[config.mk]
export PLATFORM = sky130hd
export DESIGN_NAME = frame_decimator
export DESIGN_NICKNAME = d
export VERILOG_FILES = /design/src/rtl/fd_pkg.sv /design/src/rtl/fd_cfg_regs.sv /design/src/rtl/fd_chan_tracker.sv /design/src/rtl/fd_frame_gate.sv /design/src/rtl/frame_decimator.sv
export SDC_FILE = /design/constraint.sdc
export NUM_CORES = 1
export LEC_CHECK = 0
export BUFFER_PORTS_ARGS = -buffer_cell sky130_fd_sc_hd__buf_2
export CORE_MARGIN = 4
export CORE_UTILIZATION = 48
export CTS_CLUSTER_SIZE = 10
export DETAILED_ROUTE_END_ITERATION = 12
export PLACE_DENSITY = 0.76
export REMOVE_ABC_BUFFERS = 1
export SYNTH_ARGS = -nofsm -noshare
export SYNTH_HDL_FRONTEND = slang
export SYNTH_SLANG_ARGS = --single-unit
export TNS_END_PERCENT = 20
[constraint.sdc]
create_clock -name clk -period 2.15 [get_ports clk]
set_clock_uncertainty 0.15 [all_clocks]
set_input_delay 0.1075 -clock clk [delete_from_list [all_inputs] [get_ports clk]]
set_output_delay 0.1075 -clock clk [all_outputs]
set_load 0.01 [all_outputs]
[src/rtl/fd_pkg.sv]
package fd_pkg;
  localparam int CFG_W = 8;

  // Next frame count, wrapping to zero once the limit (factor-1) is reached.
  function automatic logic [CFG_W-1:0] fd_next_count(input logic [CFG_W-1:0] cnt,
                                                      input logic [CFG_W-1:0] limit);
    return (cnt >= limit) ? '0 : cnt + 1'b1;
  endfunction

  // A frame is forwarded when its position inside the decimation period is zero.
  function automatic logic fd_keep(input logic [CFG_W-1:0] cnt);
    return (cnt == '0);
  endfunction
endpackage

[src/rtl/fd_cfg_regs.sv]
module fd_cfg_regs #(
  parameter int CFG_W = fd_pkg::CFG_W
) (
  input  logic             clk,
  input  logic             rst_n,
  input  logic             wr_en,
  input  logic [CFG_W-1:0] wr_data,
  input  logic             load,
  output logic [CFG_W-1:0] pending_o,
  output logic [CFG_W-1:0] active_o
);
  logic [CFG_W-1:0] pending_q;
  logic [CFG_W-1:0] active_q;

  always_ff @(posedge clk or negedge rst_n) begin
    if (!rst_n) begin
      pending_q <= '0;
    end else if (wr_en) begin
      pending_q <= wr_data;
    end
  end

  // The working copy only follows the pending value on the strobe.
  always_ff @(posedge clk or negedge rst_n) begin
    if (!rst_n) begin
      active_q <= '0;
    end else if (load) begin
      active_q <= pending_q;
    end
  end

  assign pending_o = pending_q;
  assign active_o  = active_q;
endmodule

[src/rtl/fd_chan_tracker.sv]
module fd_chan_tracker #(
  parameter int CH_W = 5
) (
  input  logic            clk,
  input  logic            rst_n,
  input  logic            clear,
  input  logic            accept,
  input  logic            mark_first,
  input  logic [CH_W-1:0] num_ch,
  output logic            is_head,
  output logic            is_last
);
  logic [CH_W-1:0] idx_q;
  logic [CH_W-1:0] eff_idx;
  logic [CH_W-1:0] last_idx;

  function automatic logic [CH_W-1:0] last_index(input logic [CH_W-1:0] n);
    return (n == '0) ? '0 : n - 1'b1;
  endfunction

  assign eff_idx  = mark_first ? '0 : idx_q;
  assign last_idx = last_index(num_ch);
  assign is_head  = (eff_idx == '0);
  assign is_last  = (eff_idx >= last_idx);

  always_ff @(posedge clk or negedge rst_n) begin
    if (!rst_n) begin
      idx_q <= '0;
    end else if (clear) begin
      idx_q <= '0;
    end else if (accept) begin
      idx_q <= is_last ? '0 : eff_idx + 1'b1;
    end
  end
endmodule

[src/rtl/fd_frame_gate.sv]
module fd_frame_gate #(
  parameter int CFG_W = fd_pkg::CFG_W
) (
  input  logic             clk,
  input  logic             rst_n,
  input  logic             clear,
  input  logic             accept,
  input  logic             is_head,
  input  logic             is_last,
  input  logic [CFG_W-1:0] limit,
  output logic             pass,
  output logic [CFG_W-1:0] frame_cnt
);
  logic [CFG_W-1:0] cnt_q;
  logic             keep_q;

  // The decision is taken on the head sample and held for the rest of the frame.
  assign pass      = is_head ? fd_pkg::fd_keep(cnt_q) : keep_q;
  assign frame_cnt = cnt_q;

  always_ff @(posedge clk or negedge rst_n) begin
    if (!rst_n) begin
      cnt_q  <= '0;
      keep_q <= 1'b1;
    end else if (clear) begin
      cnt_q  <= '0;
      keep_q <= 1'b1;
    end else if (accept) begin
      keep_q <= pass;
      if (is_last) begin
        cnt_q <= fd_pkg::fd_next_count(cnt_q, limit);
      end
    end
  end
endmodule

[src/rtl/frame_decimator.sv]
module frame_decimator #(
  parameter int DATA_W = 16,
  parameter int CH_W   = 5,
  parameter int CFG_W  = fd_pkg::CFG_W
) (
  input  logic              clk,
  input  logic              rst_n,
  input  logic              cfg_wr_en,
  input  logic [CFG_W-1:0]  cfg_wr_data,
  output logic [CFG_W-1:0]  cfg_rd_data,
  input  logic              adc_reset,
  input  logic [CH_W-1:0]   num_ch,
  input  logic              in_valid,
  input  logic              in_first,
  input  logic [DATA_W-1:0] in_data,
  output logic              out_valid,
  output logic              out_first,
  output logic [DATA_W-1:0] out_data
);
  logic [CFG_W-1:0] active_cfg;
  logic [CFG_W-1:0] frame_cnt;
  logic             accept;
  logic             frame_head;
  logic             frame_last;
  logic             frame_pass;

  // A strobe takes precedence over a sample in the same cycle.
  assign accept = in_valid & ~adc_reset;

  fd_cfg_regs #(.CFG_W(CFG_W)) u_cfg (
    .clk       (clk),
    .rst_n     (rst_n),
    .wr_en     (cfg_wr_en),
    .wr_data   (cfg_wr_data),
    .load      (adc_reset),
    .pending_o (cfg_rd_data),
    .active_o  (active_cfg)
  );

  fd_chan_tracker #(.CH_W(CH_W)) u_chan (
    .clk        (clk),
    .rst_n      (rst_n),
    .clear      (adc_reset),
    .accept     (accept),
    .mark_first (in_first),
    .num_ch     (num_ch),
    .is_head    (frame_head),
    .is_last    (frame_last)
  );

  fd_frame_gate #(.CFG_W(CFG_W)) u_gate (
    .clk       (clk),
    .rst_n     (rst_n),
    .clear     (adc_reset),
    .accept    (accept),
    .is_head   (frame_head),
    .is_last   (frame_last),
    .limit     (active_cfg),
    .pass      (frame_pass),
    .frame_cnt (frame_cnt)
  );

  always_ff @(posedge clk or negedge rst_n) begin
    if (!rst_n) begin
      out_valid <= 1'b0;
      out_first <= 1'b0;
      out_data  <= '0;
    end else begin
      out_valid <= accept & frame_pass;
      out_first <= accept & frame_pass & frame_head;
      if (accept & frame_pass) begin
        out_data <= in_data;
      end
    end
  end
endmodule

# Word level (Yosys, flattened, before mapping)
# Cells that the tools add are included.
# totals
word_cells	35
output_inout_bits	26
ff_bits	48
# op_classes
magnitude_cmp	2
muxes	12
n_addsub	3
bitwise	4
reduce_logical	6
# ops
op	count
two-way mux 8 bit	4
two-way mux 5 bit	5
logical NOT 5 bit	2
adder 8 x 1 -> 8 bit, second input constant	1
greater-or-equal comparator 8 bit	1
logical NOT 8 bit	1
adder 5 x 1 -> 5 bit, second input constant	1
greater-or-equal comparator 5 bit	1
subtractor 5 x 1 -> 5 bit, second input constant	1
nonzero test 2 bit	2
AND 1 bit	3
two-way mux 1 bit	3
AND reduction 2 bit	1
inverter 1 bit	1

# Logic depth before layout (Yosys ltp)
# Gate-level depths: netlist of the first run.
# depth
word_depth	6
mapped_depth	12

# By module
# A second synthesis of the first run with hierarchy kept.
# unflattened
hier_cells	221
area_unflattened_um2	2678.8
# modules_own_cells
mod	area_per_inst_um2	cells_per_inst	instances
fd_frame_gate	748.2	82	1
frame_decimator	711.9	39	1
fd_cfg_regs	663.1	34	1
fd_chan_tracker	555.5	66	1

# Worst setup path before layout of the first run
# No wires, ideal clock.
# synth_timing
path_kind	in2reg
start	input port num_ch[0]
end	register u_gate.cnt_q[0], in the netlist u_gate.frame_cnt[0]
stages	10
arrival_ps	2066
path_buffers	0
setup_slack_ps	-131
cell_sequence	inv_1 > ha_1 > nand2_1 > nor3_1 > or2_2 > ha_1 > a31oi_1 > o31ai_1 > nor2b_2 > mux2_2
# synth_between
elab_chain_len	5
# synth_rtl
item	line	rtl
from (decl)	frame_decimator.sv:12	input logic [CH_W-1:0] num_ch,
subtractor 5 x 1 -> 5 bit / logical NOT 5 bit (equally long branches)	fd_chan_tracker.sv:18	return (n == '0) ? '0 : n - 1'b1;
two-way mux 5 bit (*)	fd_chan_tracker.sv:18	
greater-or-equal comparator 5 bit (*)	fd_chan_tracker.sv:24	assign is_last = (eff_idx >= last_idx);
nonzero test 2 bit (no line) (*)	--	
AND reduction 2 bit (no line) (*)	--	
to (signal assigned)	fd_frame_gate.sv:31	cnt_q <= fd_pkg::fd_next_count(cnt_q, limit);
to (decl)	fd_frame_gate.sv:14	logic [CFG_W-1:0] cnt_q;
# Mark *: on every way between the ends. The rest lies on a longest branch, timed or not.
# A chain may end at the register's enable or synchronous reset.

# Final worst setup path of the first run
# layout_timing
start	register u_chan.idx_q[2]
end	register u_gate.cnt_q[0], in the netlist u_gate.frame_cnt[0]
# layout_between
elab_chain_len	4
# layout_rtl
item	line	rtl
from (decl)	fd_chan_tracker.sv:13	logic [CH_W-1:0] idx_q;
from (signal assigned)	fd_chan_tracker.sv:32	idx_q <= is_last ? '0 : eff_idx + 1'b1;
two-way mux 5 bit	fd_chan_tracker.sv:21	assign eff_idx = mark_first ? '0 : idx_q;
greater-or-equal comparator 5 bit	fd_chan_tracker.sv:24	
nonzero test 2 bit (no line)	--	
AND reduction 2 bit (no line)	--	
# Every way passes these cells.

==> out/qor.yml, run 1 <==
status: "complete, but fails checks"
violations: "negative setup slack"
cts_buffer_depth: 2
report.power.total_uw: 2890
finalCritPeriodShare_pct: 102
p_seq_share_pct: 41.0
wirelength_microns: 6430
p_int_uw: 2020
use_met1_pct: 22.5
die_w_microns: 80.9
yosys_most_used_dff: "dfrtp_1"
core-area_sq_um: 5140
synthMuxAreaShare_pct: 13.2
syn-cell-area_sq_um: 2550
grt_antenna_before_repair: 0
post-route-min-period_ps: 2190
critPathBufInv: 1
grt_pass1_vias: 2231
synth.yosys.seq_area_share_pct: 47.2
synth_top_family_by_area: "simple AND/OR/NAND/NOR gates"
vias: 2178
critPathMaxFanout: 3
stdcell_count: 422
cts_tree: "yes"
ant_nets: 0
relSlewSlack_pct: 61.7
drive_gt1_share_pct: 44.9
yosys_register_bits: 48
async_reset_ff_share_pct: 100
synth_fa_ha_area_share_pct: 9.33
grt_usage_pct: 20.1
initial_core_util_pct: 49.6
critPathMaxStageDelay_ps: 390
placed_cells: 373
syn_to_final_growth_pct: 46.1
synth_edf_count: 0
rsz0062_at_grt: "true"
die_h_microns: 80.9
die-area_sq_um: 6540
fin_nets: 405
startpoint_type: "flop"
path_clk_slew_ps: 90
dr.pass1.iters: 4
report.final.slew_viol_count: 0
cts_sinks: 48
finalSetupTns_ps: -47.3
fmax_mhz: 457
cellLeakagePower_uw: 0.00186
core.rowCount: 26
grt_start_max_net_pins: 26
vias_per_cell: 5.16
power.switching_uw: 865
clock_power_share_pct: 23.3
busiest_layer: "met2"
diodes: 0
grt-ovfl-total: 0
crit_type: "flop to flop"
grtUsageMet3_pct: 4.32
avgSynthCellArea_sq_um: 11.2
critPathSlowestCell: "dfrtp_1"
place_ws_ps: -272
end_kind: "flop"
cap_violations: 0
synth_warnings: 0
port_buffers: 60
syn_inst: 228
cp.required_ps: 2200
synth_compound_area_share_pct: 12.0
hold_viol_final: 0
remaining_drc_errors: 0
cts_inserted_buffers: 5
h-tree-depth: 2
p_sw_share_pct: 30.0
cp_cell_sequence: "nor2b_1 > ha_1 > a21o_1 > a31oi_4 > o31ai_4 > nor2b_4 > buf_4 > mux2_2"
arrival_ps: 2240
routedWlPerCell_microns: 15.2
worst_pin_slew_ps: 575
clockRootBuffer: "clkbuf_8"
io_pins: 61
drtIter0Drc: 83
ys_types: 45
synth-xor-area-share_pct: 0.687
met2_usage_pct: 37.8
gp_congestion: 0.885
cellPowerDensity_nw_per_um2: 775
setup_slack_ps: -36.3
pwr-share-comb_pct: 35.8
hpwl_microns: 3900
setup-violations-final: 2
critPathTopFamily: "compound AO/OA/AOI/OAI gates"
irDropWorstVdd_v: 0.000458
grt_pass1_wl_microns: 10200
clock_latency_ps: 310
hold_class: "input pin to flop"
synth-simple-area-share_pct: 13.5
-- tightest hold or removal path: cells and delay by family --
family | cells | cell delay [ps]
AND/OR/NAND/NOR | 1 | 80
AO/OA/AOI/OAI | 1 | 70
buffers and inverters | 1 | 180
-- what timing repair did --
action / in CTS / in global routing
setup endpoints to repair: 24 / 25
endpoints found under the hold margin: 47 / 0
hold buffers: 26 / 0
gates cloned: 2 / 0
buffers inserted: 12 / 3
resized for setup: 10 / 29
pin swaps: 2 / 12
-- metal layers --
metal | up-vias | part of all wire, %
met2 | 63 | 54
met1 | 1057 | 39
met4 | 0 | 1.6
met5 | - | 0
met3 | 9 | 5.3
li1 | 1049 | -
-- cells in the mapped netlist, drive strengths merged, types with 2 or more instances --
cell type	count	share of area [%]
or2	2	0.59
dfrtp	47	46
clkbuf	3	0.44
mux2	26	13
a21o	4	1.2
a22o	6	2.1
nand3	5	0.98
o211ai	2	0.59
ha	19	9.3
nor3	8	1.6
o21ai	18	3.5
a21oi	8	2.0
nand2	17	2.5
and3	4	1.1
or4	2	0.59
o31ai	4	1.2
nor2b	7	1.8
nand2b	4	0.98
buf	3	1.4
nor2	9	1.3
inv	15	2.2
-- through the flow --
stage / hold WS, ps / cell area (sq um) / utilization, %
after floorplan: -338 / 2500 / -
after global placement: -15.9 / 3060 / 59.5
after detailed placement: -9.46 / 3060 / 59.5
after CTS: 16.3 / 3630 / 70.6
after global routing: 35.0 / 3720 / 72.5
final: 14.2 / 3720 / 72.5
-- cell type report --
class                           instances  area, sq um
Fill cell                             389         1420
Tap cell                               70         87.6
Timing Repair Buffer                  122          873
Clock inverter                          3         46.3
Sequential cell                        48         1200
Multi-Input combinational cell        159         1390
Clock buffer                            5         68.8
Inverter                               15         56.3
-- cell usage in the layout, fill, tap and decap left out, types with 2 or more instances in the layout --
| cell | instances |
|---|---|
| a21o_1 | 4 |
| a21oi_1 | 5 |
| a21oi_4 | 2 |
| a22o_1 | 5 |
| and3_1 | 2 |
| and3_2 | 2 |
| buf_2 | 60 |
| buf_4 | 29 |
| buf_6 | 6 |
| clkbuf_8 | 5 |
| dfrtp_1 | 46 |
| dlygate4sd3_1 | 26 |
| ha_1 | 17 |
| inv_1 | 13 |
| inv_2 | 2 |
| mux2_2 | 11 |
| mux2_4 | 15 |
| nand2_1 | 17 |
| nand2b_1 | 3 |
| nand3_1 | 5 |
| nor2_1 | 8 |
| nor2b_1 | 6 |
| nor3_1 | 6 |
| nor3_2 | 2 |
| o211ai_1 | 2 |
| o21ai_0 | 17 |
| o31ai_1 | 2 |
| o31ai_4 | 2 |
-- cell families after synthesis --
family / after synthesis
and+or+nand+nor: 64
buffers and inverters: 21
DFF: 48
AOI/OAI and AO/OA: 47
xor gates and xnor gates: 2
adders and majority gates: 19
muxes: 27
-- power groups by stage --
stage	logic [uW]	clock network [uW]	registers, uW
finish	1030	672	1180
global route	1120	726	1200
floorplan	349	0	1260
detailed placement	757	0	1190
global placement	737	0	1170
CTS	928	688	1170
-- flip-flops by register name (all words and copies together), names as in the netlist --
register	cells
out_data	16
u_cfg.active_o	8
u_cfg.pending_o	8
u_gate.frame_cnt	8
u_chan.idx_q	5
out_first	1
out_valid	1
u_gate.keep_q	1
-- worst paths after layout --
check | startpoint | endpoint | slack, ps | depth (start not counted)
min reg2reg | out_data[14] | out_data[14] | 360 | 1
max reg2reg | u_chan.idx_q[2] | u_gate.frame_cnt[0] | -40 | 8
max in group asynchronous | rst_n | out_data[11] | 1080 | 3
max | u_chan.idx_q[2] | u_gate.frame_cnt[0] | -40 | 8
min in group asynchronous | rst_n | u_gate.frame_cnt[4] | 170 | 2
min | adc_reset | u_cfg.active_o[1] | 10 | 3
Power figures use the tool's default switching activity.
==> run 2, diff against run 1 <==
Settings changed: CORE_ASPECT_RATIO from default to 0.8.
==> run 2 against run 1 <==
Against the previous run:
- the run still ends with negative setup slack left
- clock-buffer cell count stayed put
- global-route usage about the same
- highest routed layer unchanged
- hold slack better by 13 ps
==> out/qor.yml, run 2 (same netlist as run 1, synthesis figures left out) <==
finalCritPeriodShare_pct: 103
drtIter0Drc: 107
critPathMaxStageDelay_ps: 400
hpwl_microns: 4030
clock_latency_ps: 300
setup-violations-final: 4
fin_nets: 400
cts_tree: "yes"
worst_pin_slew_ps: 436
hold_class: "input pin to flop"
p_sw_share_pct: 29.5
clockRootBuffer: "clkbuf_8"
cp.required_ps: 2190
port_buffers: 60
cts_sinks: 48
die_w_microns: 89.5
fmax_mhz: 453
setup_slack_ps: -56.2
syn_to_final_growth_pct: 45.2
end_kind: "flop"
cellLeakagePower_uw: 0.00183
critPathBufInv: 1
clock_power_share_pct: 23.2
finalSetupTns_ps: -63.4
top_register: "out_data"
core-area_sq_um: 5060
critPathSlowestCell: "dfrtp_1"
cts_buffer_depth: 2
cellPowerDensity_nw_per_um2: 758
grt-ovfl-total: 0
io_pins: 61
die_h_microns: 73.2
ant_nets: 0
critPathMaxFanout: 3
p_seq_share_pct: 42.2
met1Wirelength_microns: 2720
h-tree-depth: 2
highest_layer: "met4"
final_cell_mix: "buf_2 (60), dfrtp_1 (46), buf_4 (27)"
dpl_cell_area_sq_um: 3010
routedWlPerCell_microns: 15.8
cap_violations: 0
die-area_sq_um: 6550
report.final.slew_viol_count: 0
startpoint_type: "flop"
irDropWorstVdd_v: 0.000579
design_area_sq_um: 3700
gp_congestion: 0.894
violations: "negative setup slack"
wl_met2_microns: 3360
p_int_uw: 1980
diodes: 0
remaining_drc_errors: 0
largest_register_ffs: 16
arrival_ps: 2240
grt_antenna_before_repair: 0
path_clk_slew_ps: 90
post-route-min-period_ps: 2210
report.power.total_uw: 2800
pwr-share-comb_pct: 34.6
dr.pass1.iters: 4
grt_usage_pct: 20.0
initial_core_util_pct: 50.3
grt_pass1_vias: 2182
drive_gt1_share_pct: 46.4
power.switching_uw: 826
cts_inserted_buffers: 5
utilization_pct: 73.0
grt_start_max_net_pins: 20
critPathTopFamily: "simple AND/OR/NAND/NOR gates"
grt_pass1_wl_microns: 10100
relSlewSlack_pct: 70.9
hold_viol_final: 0
status: "complete, but fails checks"
cp_cell_sequence: "nor2b_1 > ha_1 > nand2_1 > a21o_1 > o31ai_4 > nor2b_4 > buf_4 > mux2_2"
wirelength_microns: 6460
core.rowCount: 23
wl_met3_microns: 314
crit_type: "flop to flop"
vias_per_cell: 5.37
vias: 2196
rsz0062_at_grt: "true"
final_common_cell: "buf_2"
[run 2: repair_timing]
item | in CTS | in global routing
endpoints found under the hold margin | 42 | 0
cloned | 2 | 0
resized for setup | 23 | 25
buffers inserted | 11 | 5
hold buffers | 26 | 0
pin swaps | 4 | 13
setup endpoints to repair | 23 | 29
[run 2: power groups by stage]
stage	registers [uW]	clock network, uW	logic (uW)
after floorplan	1260	0	349
after global placement	1180	0	723
after detailed placement	1190	0	747
after CTS	1180	662	921
after global routing	1200	696	1050
final	1180	651	969
[run 2: final cells by class]
cell class | instances | area (sq um)
timing repair buffer | 117 | 812
clock buffer | 5 | 68.8
multi-input combinational | 159 | 1440
fill | 344 | 1370
sequential | 48 | 1200
tap | 62 | 77.6
inverter | 15 | 56.3
clock inverter | 3 | 42.5
[run 2: tightest hold or removal path, stage by stage]
cell	delay, ps
buf_2	180
nand2_1	70
o21ai_0	70
[run 2: path summary, 6_finish.rpt]
kind | from | cells past startpoint | to | slack [ps]
max | u_chan.idx_q[4] | 8 | u_gate.frame_cnt[0] | -60
min | adc_reset | 3 | u_cfg.active_o[1] | 30
max reg2reg | u_chan.idx_q[4] | 8 | u_gate.frame_cnt[0] | -60
min reg2reg | out_data[8] | 1 | out_data[8] | 360
max in group asynchronous | rst_n | 3 | u_gate.keep_q | 1100
min in group asynchronous | rst_n | 2 | u_gate.frame_cnt[4] | 130
[run 2: metal layers]
layer  vias up  GRT usage, %
li1       1040             -
met1      1085          26.5
met2        62          34.5
met3         9          3.95
met4         0          3.47
met5         -             0
[run 2: through the flow]
stage                     cells  setup slack (ps)  hold WS [ps]
after global routing        409              -121          50.1
after CTS                   407             -10.8          26.0
after global placement      360              -264         -75.4
final                       409             -56.2          27.6
after detailed placement    360              -348         -75.3
after floorplan             222              -131          -338
==> run 3, diff against run 2 <==
Settings changed: ABC_AREA from default to 1, CORE_UTILIZATION 48 to 49.
==> run 3 against run 2 <==
Against the previous run:
- clock-buffer cell count grew 1
- wire length shrank 7.3%
- non-clock buffer count shrank 19
- sequential power up 3%
- clock power grew 4.0%
- flip-flop and latch count stayed put
- largest power group unchanged
- critical path depth grew 1
- combinational power down 12%
- the run now ends clean
==> out/qor.yml, run 3 <==
status: "finished clean"
finalCritPeriodShare_pct: 93.1
critPathMaxFanout: 3
ant_nets: 0
cts_inserted_buffers: 5
report.final.slew_viol_count: 0
routedWlPerCell_microns: 12.1
synth_most_common_cell: "nand2_1"
synth-simple-area-share_pct: 28.5
fin_nets: 487
grt-ovfl-total: 0
cts_sinks: 48
wirelength_microns: 5990
core.rowCount: 23
crit_type: "flop to flop"
grt_pass1_vias: 2412
async_reset_ff_share_pct: 100
grt_usage_pct: 18.9
hold_ws_ps: 8.55
startpoint_type: "flop"
yosysTopAreaCell: "dfrtp_1"
largest_register_ffs: 16
syn_to_final_growth_pct: 30.0
core-area_sq_um: 5150
vias_per_cell: 4.98
port_buffers: 60
cellPowerDensity_nw_per_um2: 789
synth_fa_ha_area_share_pct: 8.87
syn-cell-area_sq_um: 2680
post-route-min-period_ps: 2000
gp_congestion: 0.872
die_h_microns: 74.2
h-tree-depth: 2
synth_warnings: 0
top_register: "out_data"
yosys_most_used_dff: "dfrtp_1"
ys_top_cells_by_area: "dfrtp_1 (44%), nand2_1 (14%), ha_1 (8.9%)"
die_w_microns: 90.7
synth_top_cells_by_count: "nand2_1 (97), dfrtp_1 (47), inv_1 (47)"
grt_pass1_wl_microns: 10500
ys_types: 30
cp.required_ps: 2240
dr.pass1.iters: 4
grt_start_max_net_pins: 40
hold_viol_final: 0
cts_tree: "yes"
post_cts_buffers: 0
cts_buffer_depth: 2
placed_cells: 460
place_ws_ps: 61.9
stdcell_count: 496
final_common_cell: "nand2_1"
synth_edf_count: 0
setup_slack_ps: 149
die-area_sq_um: 6720
nFillCells: 412
clock_latency_ps: 300
relSlewSlack_pct: 42.7
rsz0062_at_grt: "true"
synth-xor-area-share_pct: 0
syn_inst: 336
cellLeakagePower_uw: 0.00194
drtIter0Drc: 69
synth.yosys.seq_area_share_pct: 44.9
irDropWorstVdd_v: 0.000476
yosys_register_bits: 48
final_cell_mix: "nand2_1 (97), buf_2 (60), dfrtp_1 (47)"
diodes: 0
setup-violations-final: 0
synth_top_area_share_pct: 43.9
vias: 2472
arrival_ps: 2090
clockRootBuffer: "clkbuf_8"
fmax_mhz: 500
cap_violations: 0
drive_gt1_share_pct: 22.6
worst_pin_slew_ps: 859
remaining_drc_errors: 0
path_clk_slew_ps: 90
synthMuxAreaShare_pct: 2.94
avgSynthCellArea_sq_um: 7.98
end_kind: "flop"
grt_antenna_before_repair: 0
multi_input_area_sq_um: 1240
synth_compound_area_share_pct: 5.84
initial_core_util_pct: 52.0
area.sequential_sq_um: 1200
hpwl_microns: 4380
hold_class: "input pin to flop"
synth_top_family_by_area: "simple AND/OR/NAND/NOR gates"
io_pins: 61
[run 3: final cells by class]
class | count | area share (%)
flip-flops and latches | 48 | 34.5
repair buffers | 98 | 18.8
clock buffers | 6 | 2.37
inverters | 49 | 5.28
clock inverters | 2 | 1.11
well taps | 62 | 2.23
multi-input cells | 231 | 35.7
[run 3: report_power, final]
part / leakage (uW) / switching [uW] / internal [uW]
registers: 0.000606 / 114 / 1110
logic: 0.00128 / 495 / 353
clock network: 0.0000614 / 297 / 380
total: 0.00194 / 906 / 1840
[run 3: logic make-up after synthesis]
kind of cell,after synthesis
buf+inv,57
compound gates,29
flops,48
simple gates,176
mux,7
fa+ha+maj,19
[run 3: worst paths after layout]
kind | cells past startpoint | slack [ps] | startpoint | endpoint
min | 3 | 9 | cfg_wr_en | u_cfg.pending_o[0]
max | 9 | 150 | u_chan.idx_q[0] | out_first
min reg2reg | 2 | 330 | out_data[9] | out_data[9]
max in group asynchronous | 3 | 930 | rst_n | out_data[11]
min in group asynchronous | 2 | 300 | rst_n | out_data[14]
max reg2reg | 9 | 150 | u_chan.idx_q[0] | out_first
[run 3: timing repair]
item	4_1_cts	5_1_grt
endpoints found under the setup margin	0	5
resized for setup	0	3
endpoints found under the hold margin	63	0
hold buffers	28	0
[run 3: stage by stage]
stage          instance area [sq um]  TNS [ps]  power, uW  utilization (%)
3_3_place_gp                    3080         0       2010             59.7
4_1_cts                         3480         0       2770             67.5
5_1_grt                         3480     -21.6       2940             67.6
3_5_place_dp                    3080         0       2050             59.7
6_report                        3480         0       2750             67.6
2_1_floorplan                   2620         0       1690                -
[run 3: worst max-delay path, stage by stage (launching register included)]
cell and delay, ps:
dfrtp_1 410, inv_1 80, nor2_1 50, inv_1 100
ha_1 180, nand3_2 100, nor2_2 100, nand2_2 90
nor3_1 130, dlygate4sd3_1 560
[run 3: routing by layer]
layer  track usage (%)  vias up  wire (microns)
met5                 0        -               0
met4              2.55        0              13
met3              4.45        2             339
met2              34.1       63            2840
met1              24.2     1141            2800
li1                  -     1266               -
